<file path="src/rtl/hsmon_pkg.sv">
package hsmon_pkg;
  localparam int ERR_N       = 8;
  localparam int E_RD_EARLY  = 0;
  localparam int E_B_EARLY   = 1;
  localparam int E_RD_EXCESS = 2;
  localparam int E_B_EXCESS  = 3;
  localparam int E_W_HELD    = 4;
  localparam int E_RD_OVF    = 5;
  localparam int E_WD_OVF    = 6;
  localparam int E_AW_OVF    = 7;
endpackage

</file>
<file path="src/rtl/hsmon_ocnt.sv">
// Saturating up/down in-flight counter with an overflow pulse.
module hsmon_ocnt #(
  parameter int W = 4
) (
  input  logic         clk,
  input  logic         rst,
  input  logic         inc,
  input  logic         dec,
  output logic [W-1:0] cnt,
  output logic         zero,
  output logic         ovf
);
  localparam logic [W-1:0] TOP = '1;
  localparam logic [W-1:0] ONE = {{(W-1){1'b0}}, 1'b1};

  assign zero = (cnt == '0);
  assign ovf  = inc && !dec && (cnt == TOP);

  always_ff @(posedge clk) begin
    if (rst) begin
      cnt <= '0;
    end else if (dec && zero) begin
      // decrement with nothing in flight: keep only the increment
      if (inc) cnt <= ONE;
    end else if (!ovf && (inc != dec)) begin
      cnt <= inc ? cnt + ONE : cnt - ONE;
    end
  end
endmodule

</file>
<file path="src/rtl/hsmon_wwait.sv">
// Detects write data held back until the write address is accepted.
module hsmon_wwait (
  input  logic clk,
  input  logic rst,
  input  logic aw_valid,
  input  logic aw_ready,
  input  logic w_valid,
  output logic viol
);
  logic aw_hs, w_q, stall_q, armed_q, w_rise;

  assign aw_hs  = aw_valid && aw_ready;
  assign w_rise = w_valid && !w_q;
  assign viol   = w_rise && ((aw_hs && stall_q) || armed_q);

  always_ff @(posedge clk) begin
    if (rst) begin
      w_q     <= 1'b0;
      stall_q <= 1'b0;
      armed_q <= 1'b0;
    end else begin
      w_q     <= w_valid;
      armed_q <= aw_hs && stall_q && !w_valid;
      if (w_valid || aw_hs)
        stall_q <= 1'b0;
      else if (aw_valid && !aw_ready)
        stall_q <= 1'b1;
    end
  end
endmodule

</file>
<file path="src/rtl/hsmon_flags.sv">
// Sticky flag register with a registered summary bit.
module hsmon_flags #(
  parameter int N = 8
) (
  input  logic         clk,
  input  logic         rst,
  input  logic         clr,
  input  logic [N-1:0] set,
  output logic [N-1:0] flags,
  output logic         any
);
  for (genvar i = 0; i < N; i++) begin : g_bit
    always_ff @(posedge clk) begin
      if (rst || clr)   flags[i] <= 1'b0;
      else if (set[i])  flags[i] <= 1'b1;
    end
  end

  always_ff @(posedge clk) begin
    if (rst || clr) any <= 1'b0;
    else            any <= |(flags | set);
  end
endmodule

</file>
<file path="src/rtl/hsmon_top.sv">
module hsmon_top
  import hsmon_pkg::*;
#(
  parameter int CNT_W = 4
) (
  input  logic             clk,
  input  logic             rst,
  input  logic             clr,
  input  logic             ar_valid,
  input  logic             ar_ready,
  input  logic             r_valid,
  input  logic             r_ready,
  input  logic             r_last,
  input  logic             aw_valid,
  input  logic             aw_ready,
  input  logic             w_valid,
  input  logic             w_ready,
  input  logic             w_last,
  input  logic             b_valid,
  input  logic             b_ready,
  output logic [ERR_N-1:0] err_flags,
  output logic             err_any
);
  logic ar_hs, r_hs, r_end, aw_hs, w_end, b_hs;
  logic r_q, b_q, r_rise, b_rise;
  logic [CNT_W-1:0] rd_cnt, wd_cnt, aw_cnt;
  logic rd_zero, wd_zero, aw_zero;
  logic rd_ovf, wd_ovf, aw_ovf, held;
  logic [ERR_N-1:0] err_set;

  assign ar_hs  = ar_valid && ar_ready;
  assign r_hs   = r_valid && r_ready;
  assign r_end  = r_hs && r_last;
  assign aw_hs  = aw_valid && aw_ready;
  assign w_end  = w_valid && w_ready && w_last;
  assign b_hs   = b_valid && b_ready;
  assign r_rise = r_valid && !r_q;
  assign b_rise = b_valid && !b_q;

  always_ff @(posedge clk) begin
    if (rst) begin
      r_q <= 1'b0;
      b_q <= 1'b0;
    end else begin
      r_q <= r_valid;
      b_q <= b_valid;
    end
  end

  hsmon_ocnt #(.W(CNT_W)) u_rd_cnt (
    .clk(clk), .rst(rst), .inc(ar_hs), .dec(r_end),
    .cnt(rd_cnt), .zero(rd_zero), .ovf(rd_ovf));

  hsmon_ocnt #(.W(CNT_W)) u_wd_cnt (
    .clk(clk), .rst(rst), .inc(w_end), .dec(b_hs),
    .cnt(wd_cnt), .zero(wd_zero), .ovf(wd_ovf));

  hsmon_ocnt #(.W(CNT_W)) u_aw_cnt (
    .clk(clk), .rst(rst), .inc(aw_hs), .dec(b_hs),
    .cnt(aw_cnt), .zero(aw_zero), .ovf(aw_ovf));

  hsmon_wwait u_wwait (
    .clk(clk), .rst(rst), .aw_valid(aw_valid), .aw_ready(aw_ready),
    .w_valid(w_valid), .viol(held));

  always_comb begin
    err_set              = '0;
    err_set[E_RD_EARLY]  = r_rise && rd_zero;
    err_set[E_RD_EXCESS] = r_hs && rd_zero;
    err_set[E_B_EARLY]   = b_rise && (wd_zero || aw_zero);
    err_set[E_B_EXCESS]  = b_hs && (wd_zero || aw_zero);
    err_set[E_W_HELD]    = held;
    err_set[E_RD_OVF]    = rd_ovf;
    err_set[E_WD_OVF]    = wd_ovf;
    err_set[E_AW_OVF]    = aw_ovf;
  end

  hsmon_flags #(.N(ERR_N)) u_flags (
    .clk(clk), .rst(rst), .clr(clr), .set(err_set),
    .flags(err_flags), .any(err_any));
endmodule

</file>
<file path="config.mk">
export PLATFORM = sky130hd
export DESIGN_NAME = hsmon_top
export DESIGN_NICKNAME = d
export VERILOG_FILES = /design/src/rtl/hsmon_pkg.sv /design/src/rtl/hsmon_ocnt.sv /design/src/rtl/hsmon_wwait.sv /design/src/rtl/hsmon_flags.sv /design/src/rtl/hsmon_top.sv
export SDC_FILE = /design/constraint.sdc
export NUM_CORES = 1
export LEC_CHECK = 0
export BUFFER_PORTS_ARGS = -buffer_cell sky130_fd_sc_hd__buf_2
export CORE_ASPECT_RATIO = 1.25
export CORE_UTILIZATION = 40
export DETAILED_ROUTE_END_ITERATION = 6
export SKIP_LAST_GASP = 1
export SLEW_MARGIN = 20
export SYNTH_ARGS = -nofsm -noshare
export SYNTH_HDL_FRONTEND = slang
export SYNTH_SLANG_ARGS = --single-unit
</file>
<file path="constraint.sdc">
create_clock -name clk -period 1.7 [get_ports clk]
set_input_delay 0.425 -clock clk [delete_from_list [all_inputs] [get_ports clk]]
set_output_delay 0.425 -clock clk [all_outputs]
set_load 0.05 [all_outputs]
</file>
==> results.md <==
* Port bufs at 23
* Cell count after synthesis at 153
* Fin cells at 235
* Cell Rows at 23
* Seq pwr share at 39.0%
* Top area cells in the synthesized netlist: dfxtp_1, nor2_1, ha_1, a31oi_1, a21oi_1
* Worst hold path class: in2reg
* RR Startpoint: u_aw_cnt.cnt[0]
* Worst Hold End: r_q
* Design Power at 0.00180 W
* CTS tree: built
* Routed wire length at 3210 um
* Setup slack at placement at -0.0992 ns
* # hold bufs at CTS at 0
* Via count at 1,315
* Post-synthesis sequential area ratio at 39.1%
* Worst path cell trace: or4_4, nand4_1, a21boi_2, xor2_1, nor2_1
* All-Layer GR Usage at 21.2%
* DRT antenna net count at 0
* Max-slew violations at 0
* Leakage at 0.769 nW
* Worst slew pin tran at 0.337 ns
* Synth cell types at 40
* Startpoint Class: flop
* Fill count at 318
* Largest net degree at the start of global routing at 18
* Combinational Power Share at 32.3%
* H-tree depth at 1
* IR drop worst, VDD at 0.494 mV
* RSZ-0062 raised after global routing: true
* Die extent in x at 53.6 um
* DIE HEIGHT at 66.5 um
* Family with the most delay on the worst path: simple AND/OR/NAND/NOR gates
* Antenna cells at 0
* Post-detail-place hpwl at 2530 um
* Yosys reg bits at 26
* Worst path required time at 1.86 ns
* Num CTS Buffers at 3
* Leading area contributor after synthesis: dfxtp_1
* Core area at 3190 um2
* Async SR Flop Fraction at 0%
* Initial antenna violation count at 0
* Post-route worst setup slack at 0.0498 ns
* Ys Warns at 0
* Routed WL per cell at 13.7 um
* Mapped Avg Cell Area at 8.70 um2
* Global-route wire length before repair at 5480 um
* Root Buffer Master: clkbuf_8
* Vias in the first global route at 1,381
* Hold Crit Start: r_valid
* Vias per cell at 5.60
* Worst R2R Path Depth at 5
* Number of post-CTS setup repair buffers at 0
* Gpl congestion at 0.771
* Status: finished clean
* Pint at 0.00126 W
* Area of the multi-input gates at 808 um2
* DRC Markers at 0
* Area of the mapped netlist at 1330 um2
* Layout Area Growth over Synthesis at 32.4%
* Hold path depth at 2
* Share of the synthesized area in the top cell type at 39.1%
* Worst slew margin at 77.4%
* Final period util at 97.1%
* Placed insts at 231
* Clk slew on worst S/H paths at 0.10 ns
* Power density over the cells at 1020 nW/um2
* Nets at 220
* Grt total ovfl at 0
* Initial Util at 41.7%
* Setup Skew at 0.00941 ns
* Clk sinks at 26
* Critical Path Fanout Max at 4
* Syn_nets at 174
* Top FF cell, synth: dfxtp_1
* Core Util, Final at 55.2%
* Clock Latency Late Sink at 0.28 ns
* Crit end category: flop
* Minimum setup slack among reg-to-reg paths at 0.05 ns
* CP max-delay cell: or4_4
* Min Tclk post-route at 1.65 ns
* Clock group share of total power at 28.7%
* Register Area at 520 um2
* WS Path Type: reg2reg
* Net load switching power at 0.000535 W
* Worst Path Arrival at 1.81 ns
* Max Freq at 0.606 GHz
* Fraction of layout instances using a drive strength above 1 at 33.8%
* Die area at 3560 um2
* # setup viols final at 0
* Post-synth EDFFs at 0
* Max clock buf depth at 2
* FF-to-FF End: u_aw_cnt.cnt[0]
* Hold WS at 0.406 ns
* Initial drt markers at 31
* Delay of the slowest critical-path stage at 0.56 ns
* Sw Ratio at 29.8%
* CP bufs+invs at 0
* I/O Pins at 24
* Pre-antenna DRT Iters at 4
* Max cap viols at 0
* Final Hold Vio Count at 0
[registers in the layout, summed over array words and instances (netlist names)]
signal / count
u_wwait.armed_q: 1
r_q: 1
u_wd_cnt.cnt: 4
b_q: 1
u_rd_cnt.cnt: 4
u_wwait.stall_q: 1
u_flags.any: 1
u_aw_cnt.cnt: 4
u_wwait.w_q: 1
u_flags.flags: 8
[kinds of logic after synthesis]
| group | synth area share, % |
|---|---|
| muxes | 2.26 |
| adders and majority gates | 5.64 |
| buffers and inverters | 3.85 |
| and+or+nand+nor | 23.6 |
| xor gates and xnor gates | 5.92 |
| DFF | 39.1 |
| AOI/OAI and AO/OA | 19.6 |
[final cells by class]
| class | instances | share of cell area [%] |
|---|---|---|
| Sequential cell | 26 | 29.5 |
| Clock buffer | 3 | 2.34 |
| Multi-Input combinational cell | 116 | 45.8 |
| Clock inverter | 1 | 1.70 |
| Timing Repair Buffer | 47 | 16.7 |
| Tap cell | 37 | 2.63 |
| Inverter | 5 | 1.21 |
[layer usage]
layer,track usage (%),vias up,part of all wire (%)
met1,20.3,637,41
met3,2.74,5,2.8
met4,13.5,0,2.0
met2,40.2,26,54
met5,0,-,0
li1,-,647,-
[synth_stat cells (2+ instances only)]
| cell type | n |
|---|---|
| nand2_1 | 8 |
| a22oi_1 | 6 |
| dfxtp_1 | 26 |
| a211oi_1 | 2 |
| and3_1 | 3 |
| buf_2 | 3 |
| xnor2_1 | 5 |
| a21boi_2 | 2 |
| nand4_1 | 3 |
| xor2_1 | 4 |
| inv_1 | 3 |
| a31oi_1 | 9 |
| nand3_1 | 3 |
| nor2b_1 | 3 |
| nor3b_1 | 2 |
| clkbuf_1 | 2 |
| a21oi_1 | 11 |
| nor2_1 | 24 |
| or3b_1 | 2 |
| o21ai_1 | 2 |
| ha_1 | 6 |
| mux2i_1 | 3 |
| or4_4 | 2 |
| o21ai_0 | 3 |
[worst max-delay path by stage]
stage	from	to	slack, ns	cells past startpoint
after floorplan	aw_valid	u_aw_cnt.cnt[3]	-0.02	9
after global routing	u_aw_cnt.cnt[0]	u_aw_cnt.cnt[3]	-0.03	5
final	u_aw_cnt.cnt[0]	u_aw_cnt.cnt[0]	0.05	5
after detailed placement	aw_valid	u_aw_cnt.cnt[3]	-0.1	9
after CTS	u_wd_cnt.cnt[0]	u_wd_cnt.cnt[3]	0.08	5
after global placement	aw_valid	u_aw_cnt.cnt[3]	-0.05	9
[timing repair]
item                                    in CTS  in global routing
hold endpoints to repair                     0                  0
endpoints found under the setup margin       0                  6
gates resized for setup                      0                  3
[power by group through the flow]
stage	registers, W	logic [W]	clock network [W]
after floorplan	0.000752	0.000342	0
after global placement	0.000708	0.000553	0
after detailed placement	0.000711	0.000570	0
after CTS	0.000697	0.000572	0.000529
after global routing	0.000708	0.000644	0.000552
final	0.000701	0.000581	0.000516
[cell usage in the layout (no fill, tap or decap), types with 3 or more instances in the layout]
| cell | instances |
|---|---|
| buf_2 | 23 |
| ha_1 | 4 |
| nand3_1 | 3 |
| xnor2_1 | 5 |
| and3_1 | 3 |
| nand2_1 | 8 |
| a22oi_1 | 6 |
| xor2_1 | 4 |
| mux2i_1 | 3 |
| nor2_1 | 24 |
| dfxtp_1 | 26 |
| nor2b_1 | 3 |
| a21oi_1 | 10 |
| clkbuf_8 | 3 |
| inv_1 | 3 |
| nand4_1 | 3 |
| buf_4 | 24 |
| a31oi_1 | 9 |
| o21ai_0 | 3 |
[through the flow]
stage / TNS [ns] / area [um2]
finish: 0 / 1760
global route: -0.0966 / 1760
CTS: 0 / 1740
detailed placement: -0.321 / 1670
global placement: -0.114 / 1670
floorplan: -0.0185 / 1370
Power figures use the tool's default switching activity.
